==> src/rtl/sinc3_pkg.sv <==
package sinc3_pkg;

  typedef enum logic {
    RATE_SLOW = 1'b0,
    RATE_FAST = 1'b1
  } rate_e;

  // Accumulator bits needed to hold +/-N^3 without losing the sign bit.
  function automatic int acc_width(input int n);
    return 3 * $clog2(n) + 2;
  endfunction

  // Right shift that moves N^3 onto 2^(ow-1).
  function automatic int shift_for(input int n, input int ow);
    return 3 * $clog2(n) - (ow - 1);
  endfunction

endpackage

==> src/rtl/sinc3_tick_gen.sv <==
module sinc3_tick_gen #(
  parameter int DIV    = 8,
  parameter int N_SLOW = 256,
  parameter int N_FAST = 128
) (
  input  logic clk,
  input  logic rst,
  input  logic rate_sel,
  output logic bit_take,
  output logic dec_ev,
  output logic rate_fast,
  output logic restart
);
  import sinc3_pkg::*;

  localparam int DIV_W = $clog2(DIV);
  localparam int CNT_W = $clog2(N_SLOW);

  logic [DIV_W-1:0] div_q;
  logic [CNT_W-1:0] cnt_q;
  logic [CNT_W-1:0] last_idx;
  rate_e            rate_q;
  logic             take_q;
  logic             dec_q;
  logic             restart_q;
  logic             changed;

  assign changed  = (rate_sel != rate_q);
  assign last_idx = (rate_q == RATE_FAST) ? CNT_W'(N_FAST - 1) : CNT_W'(N_SLOW - 1);

  // Divider that paces the modulator bits.
  always_ff @(posedge clk) begin
    if (rst) begin
      div_q  <= '0;
      take_q <= 1'b0;
    end else begin
      div_q  <= (div_q == DIV_W'(DIV - 1)) ? '0 : div_q + 1'b1;
      take_q <= (div_q == DIV_W'(DIV - 2));
    end
  end

  // Decimation counter; it restarts when the ratio changes.
  always_ff @(posedge clk) begin
    if (rst) begin
      rate_q    <= RATE_SLOW;
      cnt_q     <= '0;
      dec_q     <= 1'b0;
      restart_q <= 1'b0;
    end else begin
      rate_q    <= rate_e'(rate_sel);
      restart_q <= changed;
      if (changed) begin
        cnt_q <= '0;
        dec_q <= 1'b0;
      end else if (take_q) begin
        if (cnt_q == last_idx) begin
          cnt_q <= '0;
          dec_q <= 1'b1;
        end else begin
          cnt_q <= cnt_q + 1'b1;
          dec_q <= 1'b0;
        end
      end else begin
        dec_q <= 1'b0;
      end
    end
  end

  assign bit_take  = take_q;
  assign dec_ev    = dec_q;
  assign rate_fast = (rate_q == RATE_FAST);
  assign restart   = restart_q;

endmodule

==> src/rtl/sinc3_settle.sv <==
module sinc3_settle #(
  parameter int SETTLE = 3
) (
  input  logic clk,
  input  logic rst,
  input  logic restart,
  input  logic dec_ev,
  output logic publish
);
  localparam int SC_W = $clog2(SETTLE + 1);

  logic [SC_W-1:0] seen_q;
  logic            done;

  assign done    = (seen_q == SC_W'(SETTLE));
  assign publish = dec_ev && done && !restart;

  always_ff @(posedge clk) begin
    if (rst || restart) begin
      seen_q <= '0;
    end else if (dec_ev && !done) begin
      seen_q <= seen_q + 1'b1;
    end
  end

endmodule

==> src/rtl/sinc3_chan.sv <==
module sinc3_chan #(
  parameter int ACC_W   = 26,
  parameter int OUT_W   = 16,
  parameter int SH_SLOW = 9,
  parameter int SH_FAST = 6
) (
  input  logic             clk,
  input  logic             rst,
  input  logic             bit_in,
  input  logic             take,
  input  logic             dec_ev,
  input  logic             publish,
  input  logic             rate_fast,
  output logic [OUT_W-1:0] word
);
  localparam logic signed [ACC_W-1:0] MAX_POS = {{(ACC_W-OUT_W+1){1'b0}}, {(OUT_W-1){1'b1}}};
  localparam logic signed [ACC_W-1:0] MIN_NEG = {{(ACC_W-OUT_W+1){1'b1}}, {(OUT_W-1){1'b0}}};

  logic signed [ACC_W-1:0] step;
  logic signed [ACC_W-1:0] int1_q, int2_q, int3_q;
  logic signed [ACC_W-1:0] dly1_q, dly2_q, dly3_q;
  logic signed [ACC_W-1:0] cmb1, cmb2, cmb3;
  logic signed [ACC_W-1:0] scaled;
  logic        [OUT_W-1:0] clamped;
  logic        [OUT_W-1:0] word_q;

  assign step = bit_in ? ACC_W'(1) : {ACC_W{1'b1}};

  // Comb section evaluated on the decimated sample.
  always_comb begin
    cmb1   = int3_q - dly1_q;
    cmb2   = cmb1 - dly2_q;
    cmb3   = cmb2 - dly3_q;
    scaled = rate_fast ? (cmb3 >>> SH_FAST) : (cmb3 >>> SH_SLOW);
    if (scaled > MAX_POS) begin
      clamped = {1'b0, {(OUT_W-1){1'b1}}};
    end else if (scaled < MIN_NEG) begin
      clamped = {1'b1, {(OUT_W-1){1'b0}}};
    end else begin
      clamped = scaled[OUT_W-1:0];
    end
  end

  always_ff @(posedge clk) begin
    if (rst) begin
      int1_q <= '0;
      int2_q <= '0;
      int3_q <= '0;
      dly1_q <= '0;
      dly2_q <= '0;
      dly3_q <= '0;
      word_q <= '0;
    end else begin
      if (take) begin
        int1_q <= int1_q + step;
        int2_q <= int2_q + int1_q;
        int3_q <= int3_q + int2_q;
      end
      if (dec_ev) begin
        dly1_q <= int3_q;
        dly2_q <= cmb1;
        dly3_q <= cmb2;
      end
      if (publish) begin
        word_q <= clamped;
      end
    end
  end

  assign word = word_q;

endmodule

==> src/rtl/sinc3_dual_decim.sv <==
module sinc3_dual_decim #(
  parameter int DIV    = 8,
  parameter int N_SLOW = 256,
  parameter int N_FAST = 128,
  parameter int OUT_W  = 16,
  parameter int SETTLE = 3
) (
  input  logic             clk,
  input  logic             rst,
  input  logic             rate_sel,
  input  logic             v_bit,
  input  logic             i_bit,
  output logic             bit_take,
  output logic [OUT_W-1:0] v_word,
  output logic [OUT_W-1:0] i_word,
  output logic             word_valid
);
  import sinc3_pkg::*;

  localparam int ACC_W   = acc_width(N_SLOW);
  localparam int SH_SLOW = shift_for(N_SLOW, OUT_W);
  localparam int SH_FAST = shift_for(N_FAST, OUT_W);
  localparam int NCH     = 2;

  logic             take;
  logic             dec_ev;
  logic             rate_fast;
  logic             restart;
  logic             publish;
  logic             valid_q;
  logic [NCH-1:0]   bits;
  logic [OUT_W-1:0] words [NCH];

  assign bits = {i_bit, v_bit};

  sinc3_tick_gen #(
    .DIV    (DIV),
    .N_SLOW (N_SLOW),
    .N_FAST (N_FAST)
  ) tick_i (
    .clk       (clk),
    .rst       (rst),
    .rate_sel  (rate_sel),
    .bit_take  (take),
    .dec_ev    (dec_ev),
    .rate_fast (rate_fast),
    .restart   (restart)
  );

  sinc3_settle #(
    .SETTLE (SETTLE)
  ) settle_i (
    .clk     (clk),
    .rst     (rst),
    .restart (restart),
    .dec_ev  (dec_ev),
    .publish (publish)
  );

  for (genvar ch = 0; ch < NCH; ch++) begin : g_chan
    sinc3_chan #(
      .ACC_W   (ACC_W),
      .OUT_W   (OUT_W),
      .SH_SLOW (SH_SLOW),
      .SH_FAST (SH_FAST)
    ) chan_i (
      .clk       (clk),
      .rst       (rst),
      .bit_in    (bits[ch]),
      .take      (take),
      .dec_ev    (dec_ev),
      .publish   (publish),
      .rate_fast (rate_fast),
      .word      (words[ch])
    );
  end

  always_ff @(posedge clk) begin
    if (rst) valid_q <= 1'b0;
    else     valid_q <= publish;
  end

  assign bit_take   = take;
  assign v_word     = words[0];
  assign i_word     = words[1];
  assign word_valid = valid_q;

endmodule

==> config.mk <==
export PLATFORM = sky130hd
export DESIGN_NAME = sinc3_dual_decim
export DESIGN_NICKNAME = d
export VERILOG_FILES = /design/src/rtl/sinc3_pkg.sv /design/src/rtl/sinc3_tick_gen.sv /design/src/rtl/sinc3_settle.sv /design/src/rtl/sinc3_chan.sv /design/src/rtl/sinc3_dual_decim.sv
export SDC_FILE = /design/constraint.sdc
export NUM_CORES = 1
export LEC_CHECK = 0
export ABC_AREA = 1
export BUFFER_PORTS_ARGS = -buffer_cell sky130_fd_sc_hd__buf_2
export CAP_MARGIN = 20
export CORE_MARGIN = 8
export CORE_UTILIZATION = 59
export DETAILED_ROUTE_END_ITERATION = 12
export PLACE_DENSITY = 0.78
export SETUP_SLACK_MARGIN = 0.3
export SLEW_MARGIN = 0
export SYNTH_ARGS = -nofsm -noshare
export SYNTH_HDL_FRONTEND = slang
export SYNTH_SLANG_ARGS = --single-unit
==> constraint.sdc <==
create_clock -name clk -period 4.8 [get_ports clk]
set_input_delay 0.48 -clock clk [delete_from_list [all_inputs] [get_ports clk]]
set_output_delay 0.48 -clock clk [all_outputs]
set_load 0.05 [all_outputs]
-- Word-level counts from Yosys, hierarchy flattened
Cells that the tools add are included.
- input bits: 5
- bits in registers: 362
- equal/unequal tests: 5
- add/subtract/negate cells: 15
- multiplexer cells: 11
- bitwise gates (word level): 1
- magnitude comparators: 4
- reductions and logical operators: 9
- operators with widths (cell ; number):
    adder 26 bit ; 6
    subtractor 26 bit ; 6
    two-way mux 16 bit ; 4
    two-way mux 26 bit ; 2
    > comparator 20 x 16 -> 1 bit, second input constant ; 2
    < comparator 20 x 16 -> 1 bit, second input constant ; 2
    two-way mux 19 bit ; 2
    two-way mux 8 bit ; 2
    adder 8 x 1 -> 8 bit, second input constant ; 1
    == test 8 bit ; 1
    == test 3 bit, second input constant ; 2
    OR reduction 2 bit ; 2
    adder 3 x 1 -> 3 bit, second input constant ; 1
    logical AND 1 bit ; 3
    OR reduction 3 bit ; 1
    adder 2 x 1 -> 2 bit, second input constant ; 1
    == test 2 bit, second input constant ; 1
    zero test 1 bit ; 2
    logical OR 1 bit ; 1
    two-way mux 1 bit ; 1
    != test 1 bit ; 1
    NOT 1 bit ; 1

-- Depth between registers and ports, before layout
Gate-level depths: netlist of run 1.
- depth after elaboration: 7
- depth in mapped cells: 39

-- By module
A second synthesis of run 1 with hierarchy kept.
- cell total of the unflattened synthesis: 4294
- area, all modules: 28771.3 um^2
- by module, submodules not included (module ; cells an instance ; times used ; area an instance (um^2)):
    sinc3_chan at g_chan[0].chan_i ; 2193 ; 1 ; 14370.0
    sinc3_chan at g_chan[1].chan_i ; 1991 ; 1 ; 13586.8
    sinc3_tick_gen ; 90 ; 1 ; 673.1
    sinc3_settle ; 17 ; 1 ; 111.4
    sinc3_dual_decim ; 3 ; 1 ; 30.0

-- Worst setup path after synthesis of run 1
OpenSTA, ideal clock, no wires.
- path type: reg2reg
- from: register g_chan[0].chan_i.int3_q[0]
- to: register g_chan[0].chan_i.word_q[4]
- clock period less this slack: 5.300 ns
- cell stages (with the launch flop): 33
- arrival: 5.230 ns
- data required time: 4.730 ns
- setup slack: -0.500 ns
- cells stage by stage: dfxtp_1 -> inv_1 -> ha_1 -> fa_1 -> o21ai_0 -> a21oi_1 -> o21ai_0 -> xor2_1 -> ha_1 -> a21oi_1 -> o21ai_0 -> nor2_1 -> inv_1 -> nand2_1 -> nand2_1 -> a21oi_1 -> o21ai_0 -> xor2_1 -> ha_1 -> nand2_1 -> nor4_1 -> o211ai_1 -> nand3_1 -> nand3_1 -> nand2_1 -> xor2_1 -> nand4_1 -> nand2_1 -> nand2_1 -> nand3_2 -> buf_6 -> nand2_1 -> a21oi_1
- longest elaborated chain between the ends: 7
- elaborated cells between the ends (all ways): 8
- classes of those cells: add/sub (3); order compare (2); mux (3)
- RTL lines (element ; RTL line ; source):
    from (decl) ; sinc3_chan.sv:20 ; logic signed [ACC_W-1:0] int1_q, int2_q, int3_q;
    from (signal assigned) ; sinc3_chan.sv:57 ; int3_q <= int3_q + int2_q;
    subtractor 26 bit * ; sinc3_chan.sv:31 ; cmb1 = int3_q - dly1_q;
    via g_chan[0].chan_i.cmb1[8] ; sinc3_chan.sv:22 ; logic signed [ACC_W-1:0] cmb1, cmb2, cmb3;
    subtractor 26 bit * ; sinc3_chan.sv:32 ; cmb2 = cmb1 - dly2_q;
    via g_chan[0].chan_i.cmb2[19] ; sinc3_chan.sv:22 ;
    subtractor 26 bit * ; sinc3_chan.sv:33 ; cmb3 = cmb2 - dly3_q;
    two-way mux 19 bit ; sinc3_chan.sv:34 ; scaled = rate_fast ? (cmb3 >>> SH_FAST) : (cmb3 >>> SH_SLOW);
    < comparator 20 x 16 -> 1 bit ; sinc3_chan.sv:37 ; end else if (scaled < MIN_NEG) begin
    two-way mux 16 bit ; sinc3_chan.sv:37 ;
    two-way mux 16 bit * ; sinc3_chan.sv:35 ; if (scaled > MAX_POS) begin
    to (signal assigned) ; sinc3_chan.sv:65 ; word_q <= clamped;
    to (decl) ; sinc3_chan.sv:25 ; logic [OUT_W-1:0] word_q;
Mark *: on every way through the listed nets, which the timed path passes. The rest lies on a longest branch.
A chain may end at the register's enable or synchronous reset.

-- Final worst setup path of run 1
- from: register g_chan[1].chan_i.dly1_q[5]
- to: register g_chan[1].chan_i.word_q[13]
- longest elaborated chain between the ends: 7
- elaborated cells between the ends (all ways): 8
- classes of those cells: add/sub (3); order compare (2); mux (3)
- RTL lines (element ; RTL line ; source):
    from (decl) ; sinc3_chan.sv:21 ; logic signed [ACC_W-1:0] dly1_q, dly2_q, dly3_q;
    from (signal assigned) ; sinc3_chan.sv:60 ; dly1_q <= int3_q;
    subtractor 26 bit * ; sinc3_chan.sv:31 ;
    via g_chan[1].chan_i.cmb1[10] ; sinc3_chan.sv:22 ;
    subtractor 26 bit * ; sinc3_chan.sv:32 ;
    via g_chan[1].chan_i.cmb2[21] ; sinc3_chan.sv:22 ;
    subtractor 26 bit * ; sinc3_chan.sv:33 ;
    two-way mux 19 bit ; sinc3_chan.sv:34 ;
    < comparator 20 x 16 -> 1 bit ; sinc3_chan.sv:37 ;
    two-way mux 16 bit ; sinc3_chan.sv:37 ;
    two-way mux 16 bit * ; sinc3_chan.sv:35 ;
    to (signal assigned) ; sinc3_chan.sv:65 ;
    to (decl) ; sinc3_chan.sv:25 ;
Marked as above.

==> results of run 1 <==
==> cell families after synthesis <==
family | after synthesis | share of synthesized area
XOR/XNOR | 240 | 0.0753
flip-flops | 362 | 0.260
buffers and inverters | 802 | 0.109
AND/OR/NAND/NOR | 1126 | 0.170
AO/OA/AOI/OAI | 1244 | 0.244
adder cells (fa/ha/maj) | 311 | 0.142
multiplexers | 1 | 0.000359
==> area by class of cell <==
cell class	count	area, um2	share of cell area
Timing Repair Buffer	455	3420	0.0983
Clock inverter	15	238	0.00683
Inverter	681	2570	0.0738
Clock buffer	61	1240	0.0357
Sequential cell	362	7270	0.209
Multi-Input combinational cell	2923	19300	0.554
Timing Repair inverter	1	6.26	0.000180
Tap cell	607	759	0.0218
==> layout by cell type, fill, tap and decap left out, drive strengths merged, types with 4 or more instances in the layout <==
| cell type | count |
|---|---|
| nor2 | 354 |
| nor3b | 9 |
| xnor2 | 90 |
| bufinv | 6 |
| o221ai | 17 |
| inv | 680 |
| or2 | 16 |
| clkinv | 9 |
| o211ai | 26 |
| nand2 | 528 |
| a31o | 4 |
| nand4 | 18 |
| a21oi | 570 |
| nor3 | 39 |
| o21ai | 486 |
| nor4 | 10 |
| nand3 | 145 |
| a221oi | 10 |
| or4 | 5 |
| xor2 | 150 |
| clkbuf | 61 |
| fa | 10 |
| buf | 455 |
| o21bai | 30 |
| dfxtp | 362 |
| o21a | 22 |
| a211oi | 7 |
| ha | 301 |
| a31oi | 24 |
| a21boi | 17 |
| a21o | 26 |
==> where the power goes <==
part	total, uW	internal [uW]	leakage [uW]	switching, uW
logic	9410	4320	0.0144	5100
clock network	3450	2120	0.000725	1330
registers	3030	3020	0.00292	14.8
total	15900	9450	0.0180	6440
==> path summary, 6_finish.rpt <==
kind                                            endpoint  slack (ns)  depth (start not counted)
setup / recovery  g_chan[1].chan_i.word[13]$_SDFFE_PP0P_       -0.87                         33
setup reg to reg  g_chan[1].chan_i.word[13]$_SDFFE_PP0P_       -0.87                         33
hold / removal               tick_i.rate_fast$_SDFF_PP0_        0.15                          3
hold reg to reg               tick_i.bit_take$_SDFF_PP0_        0.43                          2
==> state kept, by name, summed over array words and instances, names as in the netlist <==
name                  cells
g_chan.chan_i.dly1_q     52
g_chan.chan_i.dly2_q     52
g_chan.chan_i.dly3_q     52
g_chan.chan_i.int1_q     52
g_chan.chan_i.int2_q     52
g_chan.chan_i.int3_q     52
g_chan.chan_i.word       32
tick_i.cnt_q              8
tick_i.div_q              3
settle_i.seen_q           2
tick_i.bit_take           1
tick_i.dec_ev             1
tick_i.rate_fast          1
tick_i.restart            1
word_valid                1
==> routing by layer <==
metal / up-vias / wire, um / GRT usage
li1: 14300 / - / -
met1: 12800 / 33000 / 0.307
met2: 744 / 35800 / 0.436
met3: 213 / 3420 / 0.0278
met4: 0 / 2820 / 0.0767
met5: - / 0 / 0
==> worst min-delay path, cell delays in order <==
cell and delay [ns]:
buf_2 0.12, inv_1 0.05, nor2_1 0.03
==> stage by stage <==
stage | instances | setup slack, ns | util | total power (uW)
2_1_floorplan | 4086 | -0.0264 | - | 7700
3_3_place_gp | 4984 | -0.341 | 0.673 | 10300
3_5_place_dp | 4984 | -0.516 | 0.673 | 10400
4_1_cts | 5078 | -0.381 | 0.717 | 14600
5_1_grt | 5105 | -1.11 | 0.746 | 16900
6_report | 5105 | -0.866 | 0.746 | 15900
==> what timing repair did <==
action / CTS / global route
pin swaps: 70 / 154
resized for setup: 107 / 225
setup endpoints to repair: 32 / 32
gates cloned: 3 / 1
setup buffers: 15 / 26
==> results.cfg, run 1 <==
[critical_path]
cp-startpoint = g_chan[1].chan_i.dly1_q[5]$_SDFFE_PP0P_
crit_type = flop to flop
cp.arrival_ns = 6.12
critPathTopFamily = compound AO/OA/AOI/OAI gates
max_stage_delay_ns = 0.37
cp_num_buf_inv = 6
reg2reg_from = g_chan[1].chan_i.dly1_q[5]$_SDFFE_PP0P_
worstPathMaxFanout = 8
cp.required_ns = 5.25
endpoint_kind = flop
cp_slowest_cell = ha_1
startpoint_type = flop

[timing]
whs_ns = 0.153
tightest_slew_ns = 0.928
grt_setup_unrepaired = true
hold_violations = 0
fin_crit_sh = 1.18
setup_viol_count_final = 32
slew-limit-headroom = 0.382
report.final.slew_viol_count = 0
worst_slack_ns = -0.866
fin_setup_tns_ns = -19.80
fin_skew_ns = 0.0191
fmax_mhz = 176
fin_crit_ns = 5.67

[final_layout]
diodes = 0
areaGrowthSynthToFinish_pct = 24.7
final_area_um2 = 34800
fin_nets = 4782
fillers = 3430
layout-drive-gt1-share = 0.200

[floorplanning]
fp.dieW_um = 234
die_area_um2 = 54500
die_h_um = 234
fp-row-count = 79
initial_utilization = 0.598
top_level_ports = 39
core-area_um2 = 46700

[placed_design]
place_area_um2 = 31400
port_buffers = 38
hpwl_mm = 48.7
gp_congestion = 0.907

[grt]
grt_pass1_vias = 26000
track_usage = 0.245
grt_pass1_wl_mm = 116
grt_overflow = 0
grt_max_degree = 92
antenna_found_initial = 0

[synth]
synth_top_cells_by_count = inv_1 (676), a21oi_1 (554), nand2_1 (515), o21ai_0 (451), dfxtp_1 (362)
syn_area_um2 = 27900
synthFlopType = dfxtp_1
ys_warn_count = 0
synth-seq-cells = 362
async_flop_share = 0
syn-num-nets = 4402
synth_edf_count = 0
yosysTopAreaCellShare = 0.260
synthDistinctLibCells = 50
synthTopCellsByArea = dfxtp_1 (26%), ha_1 (13%), a21oi_1 (9.9%), inv_1 (9.1%), o21ai_0 (8.1%)
synth_top_cell_by_area = dfxtp_1
ys_seq_area_frac = 0.260
syn_inst = 4086
synth_most_common_cell = inv_1
avgSynthCellArea_um2 = 6.83

[pwr]
peakVddDrop_mv = 0.422
leakagePower_uw = 0.0180
p_per_area_nw_per_um2 = 457

[route]
antenna_left = 0
detail_route.first_pass.iterations = 7
drtIter0Drc = 1686
via_count = 28100
drc = 0
finalWirelength_mm = 75.0
viasPerCell = 5.50
routedWlPerCell_um = 14.7

[clock_tree]
cts.reportedPaths.clkPinSlew_ns = 0.06
clk_path_buf_depth = 3
clk_latency_ns = 0.58
cts_buffers = 42
htree_levels = 2
root_buffer = clkbuf_16
cts.sinks = 362
cts_tree = yes
postCtsHoldBufs = 0

[hold_path]
hold_path_class = input pin to flop
hp-start = rate_sel

[run_status]
violations = negative setup slack
outcome = complete, but fails checks

[flow_run]
cap_violations = 0
Note: power is estimated with default switching activity, not from simulation.
==> inputs of run 2 (changes only) <==
--- a/config.mk
+++ b/config.mk
@@ -8,12 +8,15 @@
 export ABC_AREA = 1
 export BUFFER_PORTS_ARGS = -buffer_cell sky130_fd_sc_hd__buf_2
 export CAP_MARGIN = 20
+export CELL_PAD_IN_SITES_DETAIL_PLACEMENT = 0
+export CELL_PAD_IN_SITES_GLOBAL_PLACEMENT = 1
 export CORE_MARGIN = 8
-export CORE_UTILIZATION = 59
+export CORE_UTILIZATION = 43
 export DETAILED_ROUTE_END_ITERATION = 12
-export PLACE_DENSITY = 0.78
+export PLACE_DENSITY_LB_ADDON = 0.1
 export SETUP_SLACK_MARGIN = 0.3
 export SLEW_MARGIN = 0
 export SYNTH_ARGS = -nofsm -noshare
 export SYNTH_HDL_FRONTEND = slang
+export SYNTH_HIERARCHICAL = 1
 export SYNTH_SLANG_ARGS = --single-unit
==> run 2 against run 1 <==
Compared with the run above:
- the flow still finishes with violations (negative setup slack)
- combinational power fell by 6.3%
- register-to-register slack got worse by 0.06 ns
- critical path depth rose by 5
- worst setup slack got worse by 0.061 ns
- power fell by 4.2%
- count of clock-buffer cells in the layout rose by 1
- sequential power barely moved
- clock skew rose by 0.0044 ns
- design area rose by 2.0%
- first-iteration DRC count fell by 36%
- critical path type unchanged
- largest cell class unchanged
- largest power group unchanged
==> results.cfg, run 2 <==
[synth]
synth_edf_count = 0
synthDistinctLibCells = 63
synth_top_cells_by_count = inv_1 (734), nand2_1 (635), a21oi_1 (514), o21ai_0 (424), nor2_1 (394)
synth_most_common_cell = inv_1
yosysTopAreaCellShare = 0.252
avgSynthCellArea_um2 = 6.70
synthTopCellsByArea = dfxtp_1 (25%), ha_1 (13%), inv_1 (9.6%), a21oi_1 (8.9%), nand2_1 (8.3%)
async_flop_share = 0
ys_seq_area_frac = 0.252
synth_top_cell_by_area = dfxtp_1
synthFlopType = dfxtp_1
syn_inst = 4294
syn-num-nets = 4610
ys_warn_count = 6
syn_area_um2 = 28800
synth-seq-cells = 362

[clock_tree]
clk_path_buf_depth = 3
cts_buffers = 45
cts.reportedPaths.clkPinSlew_ns = 0.06
root_buffer = clkbuf_16
cts_tree = yes
htree_levels = 2
postCtsHoldBufs = 0
cts.sinks = 362
clk_latency_ns = 0.58

[route]
via_count = 26900
drtIter0Drc = 1072
detail_route.first_pass.iterations = 5
antenna_left = 0
drc = 0
routedWlPerCell_um = 12.5
viasPerCell = 4.76
finalWirelength_mm = 70.6

[pwr]
peakVddDrop_mv = 0.423
p_per_area_nw_per_um2 = 429
leakagePower_uw = 0.0185

[flow_run]
cap_violations = 0

[critical_path]
cp.required_ns = 5.29
max_stage_delay_ns = 0.36
r2r-end = g_chan[1].chan_i/word[11]$_SDFFE_PP0P_
crit_top_cell = nand2_2
critPathTopFamily = compound AO/OA/AOI/OAI gates
startpoint_type = flop
cp.arrival_ns = 6.22
r2r_slack_ns = -0.93
rr_worst_depth = 38
endpoint_kind = flop
crit_type = flop to flop
cp_slowest_cell = ha_1
cp_num_buf_inv = 9
worstPathMaxFanout = 7
reg2reg_from = g_chan[1].chan_i/int3_q[0]$_SDFFE_PP0P_

[final_layout]
fin_nets = 5062
layout-drive-gt1-share = 0.177
stdcell_count = 5652
final_common_cell = inv_1
mostFrequentLayoutCells = inv_1 (720), nand2_1 (612), a21oi_1 (480)
diodes = 0
final_area_um2 = 35500
areaGrowthSynthToFinish_pct = 23.4

[floorplanning]
top_level_ports = 39
fp.dieW_um = 275
fp-row-count = 95
die_area_um2 = 75400
initial_utilization = 0.431
core-area_um2 = 66700
die_h_um = 275

[timing]
hold_violations = 0
fin_crit_ns = 5.73
worst_slack_ns = -0.927
fmax_mhz = 175
grt_setup_unrepaired = true
setup_viol_count_final = 32
slew-limit-headroom = 0.341
fin_skew_ns = 0.0235
fin_crit_sh = 1.19
fin_setup_tns_ns = -23.62
tightest_slew_ns = 0.988
report.final.slew_viol_count = 0

[grt]
grt_pass1_vias = 25500
antenna_found_initial = 0
grt_max_degree = 189
track_usage = 0.185
grt_overflow = 0
grt_pass1_wl_mm = 120

[placed_design]
dp_cells = 5536
place_area_um2 = 33100
hpwl_mm = 53.8
gp_congestion = 0.877
port_buffers = 38

[run_status]
outcome = complete, but fails checks
violations = negative setup slack

[hold_path]
hold_end = tick_i/rate_fast$_SDFF_PP0_
min_delay_path_depth = 3
hp-start = rate_sel
hold_path_class = input pin to flop
run 2: changes by cell type after synthesis, moves of 9 or more:
cell,change
o21ai_0,-27
nor2_1,+44
a21oi_1,-40
nand2_2,+12
xnor2_1,+9
nand2_1,+120
o21a_1,-15
a21oi_2,+13
inv_1,+58
nand3_1,+26
run 2: cell families (layout without fill, tap and decap cells):
family                   Yosys count  count (layout)  synth area share
AND/OR/NAND/NOR                 1332            1334             0.195
AO/OA/AOI/OAI                   1186            1186             0.228
buffers and inverters            861            1344             0.114
flip-flops                       362             362             0.252
adder cells (fa/ha/maj)          311             311             0.138
XOR/XNOR                         241             241            0.0734
multiplexers                       1               1          0.000348
run 2: power by group:
part / internal, uW / leakage (uW) / total, uW / switching, uW
Sequential: 3020 / 0.00292 / 3030 / 13.8
Combinational: 4160 / 0.0149 / 8820 / 4660
Clock: 2050 / 0.000744 / 3380 / 1340
run 2: layout make-up:
class                   count  area (um2)
repair inverters            1        7.51
fillers                  6832       31200
flip-flops and latches    362        7260
repair buffers            520        3880
clock inverters            18         180
well taps                 873        1090
inverters                 743        2790
clock buffers              62        1300
multi-input cells        3073       19000
run 2: how the worst max path moves through the flow:
stage                                                  from  cells after the start  slack (ns)                                endpoint
finish              g_chan[1].chan_i/int3_q[0]$_SDFFE_PP0P_                     38       -0.93  g_chan[1].chan_i/word[11]$_SDFFE_PP0P_
global route        g_chan[1].chan_i/int3_q[0]$_SDFFE_PP0P_                     38       -1.36   g_chan[1].chan_i/word[6]$_SDFFE_PP0P_
CTS                 g_chan[1].chan_i/int3_q[0]$_SDFFE_PP0P_                     37       -0.83   g_chan[1].chan_i/word[2]$_SDFFE_PP0P_
detailed placement  g_chan[1].chan_i/int3_q[0]$_SDFFE_PP0P_                     33       -1.05   g_chan[1].chan_i/word[4]$_SDFFE_PP0P_
global placement    g_chan[1].chan_i/int3_q[0]$_SDFFE_PP0P_                     33       -0.94   g_chan[1].chan_i/word[1]$_SDFFE_PP0P_
floorplan           g_chan[1].chan_i/int3_q[0]$_SDFFE_PP0P_                     36       -0.55  g_chan[1].chan_i/word[10]$_SDFFE_PP0P_
run 2: worst min-delay path, stage by stage:
cell,delay [ns]
buf_2,0.10
inv_1,0.06
nor2_1,0.07
run 2: what timing repair did:
| action | in CTS | in global routing |
|---|---|---|
| endpoints found under the hold margin | 0 | 0 |
| cloned | 3 | 1 |
| setup buffers | 19 | 13 |
| setup endpoints to repair | 32 | 33 |
| pin swaps | 33 | 62 |
| gates resized for setup | 65 | 77 |
run 2: stage by stage:
stage	setup WS [ns]	utilization	hold slack, ns	total power (uW)
finish	-0.927	0.533	0.153	15200
global route	-1.36	0.533	0.172	16400
CTS	-0.833	0.526	0.106	14900
detailed placement	-1.05	0.497	0.428	10800
global placement	-0.945	0.497	0.419	10800
floorplan	-0.552	-	0.417	7760
run 2: per-layer routing:
layer / track usage / share of wire
met2: 0.309 / 0.44
met3: 0.0215 / 0.026
met1: 0.252 / 0.51
met5: 0 / 0
met4: 0.0448 / 0.022
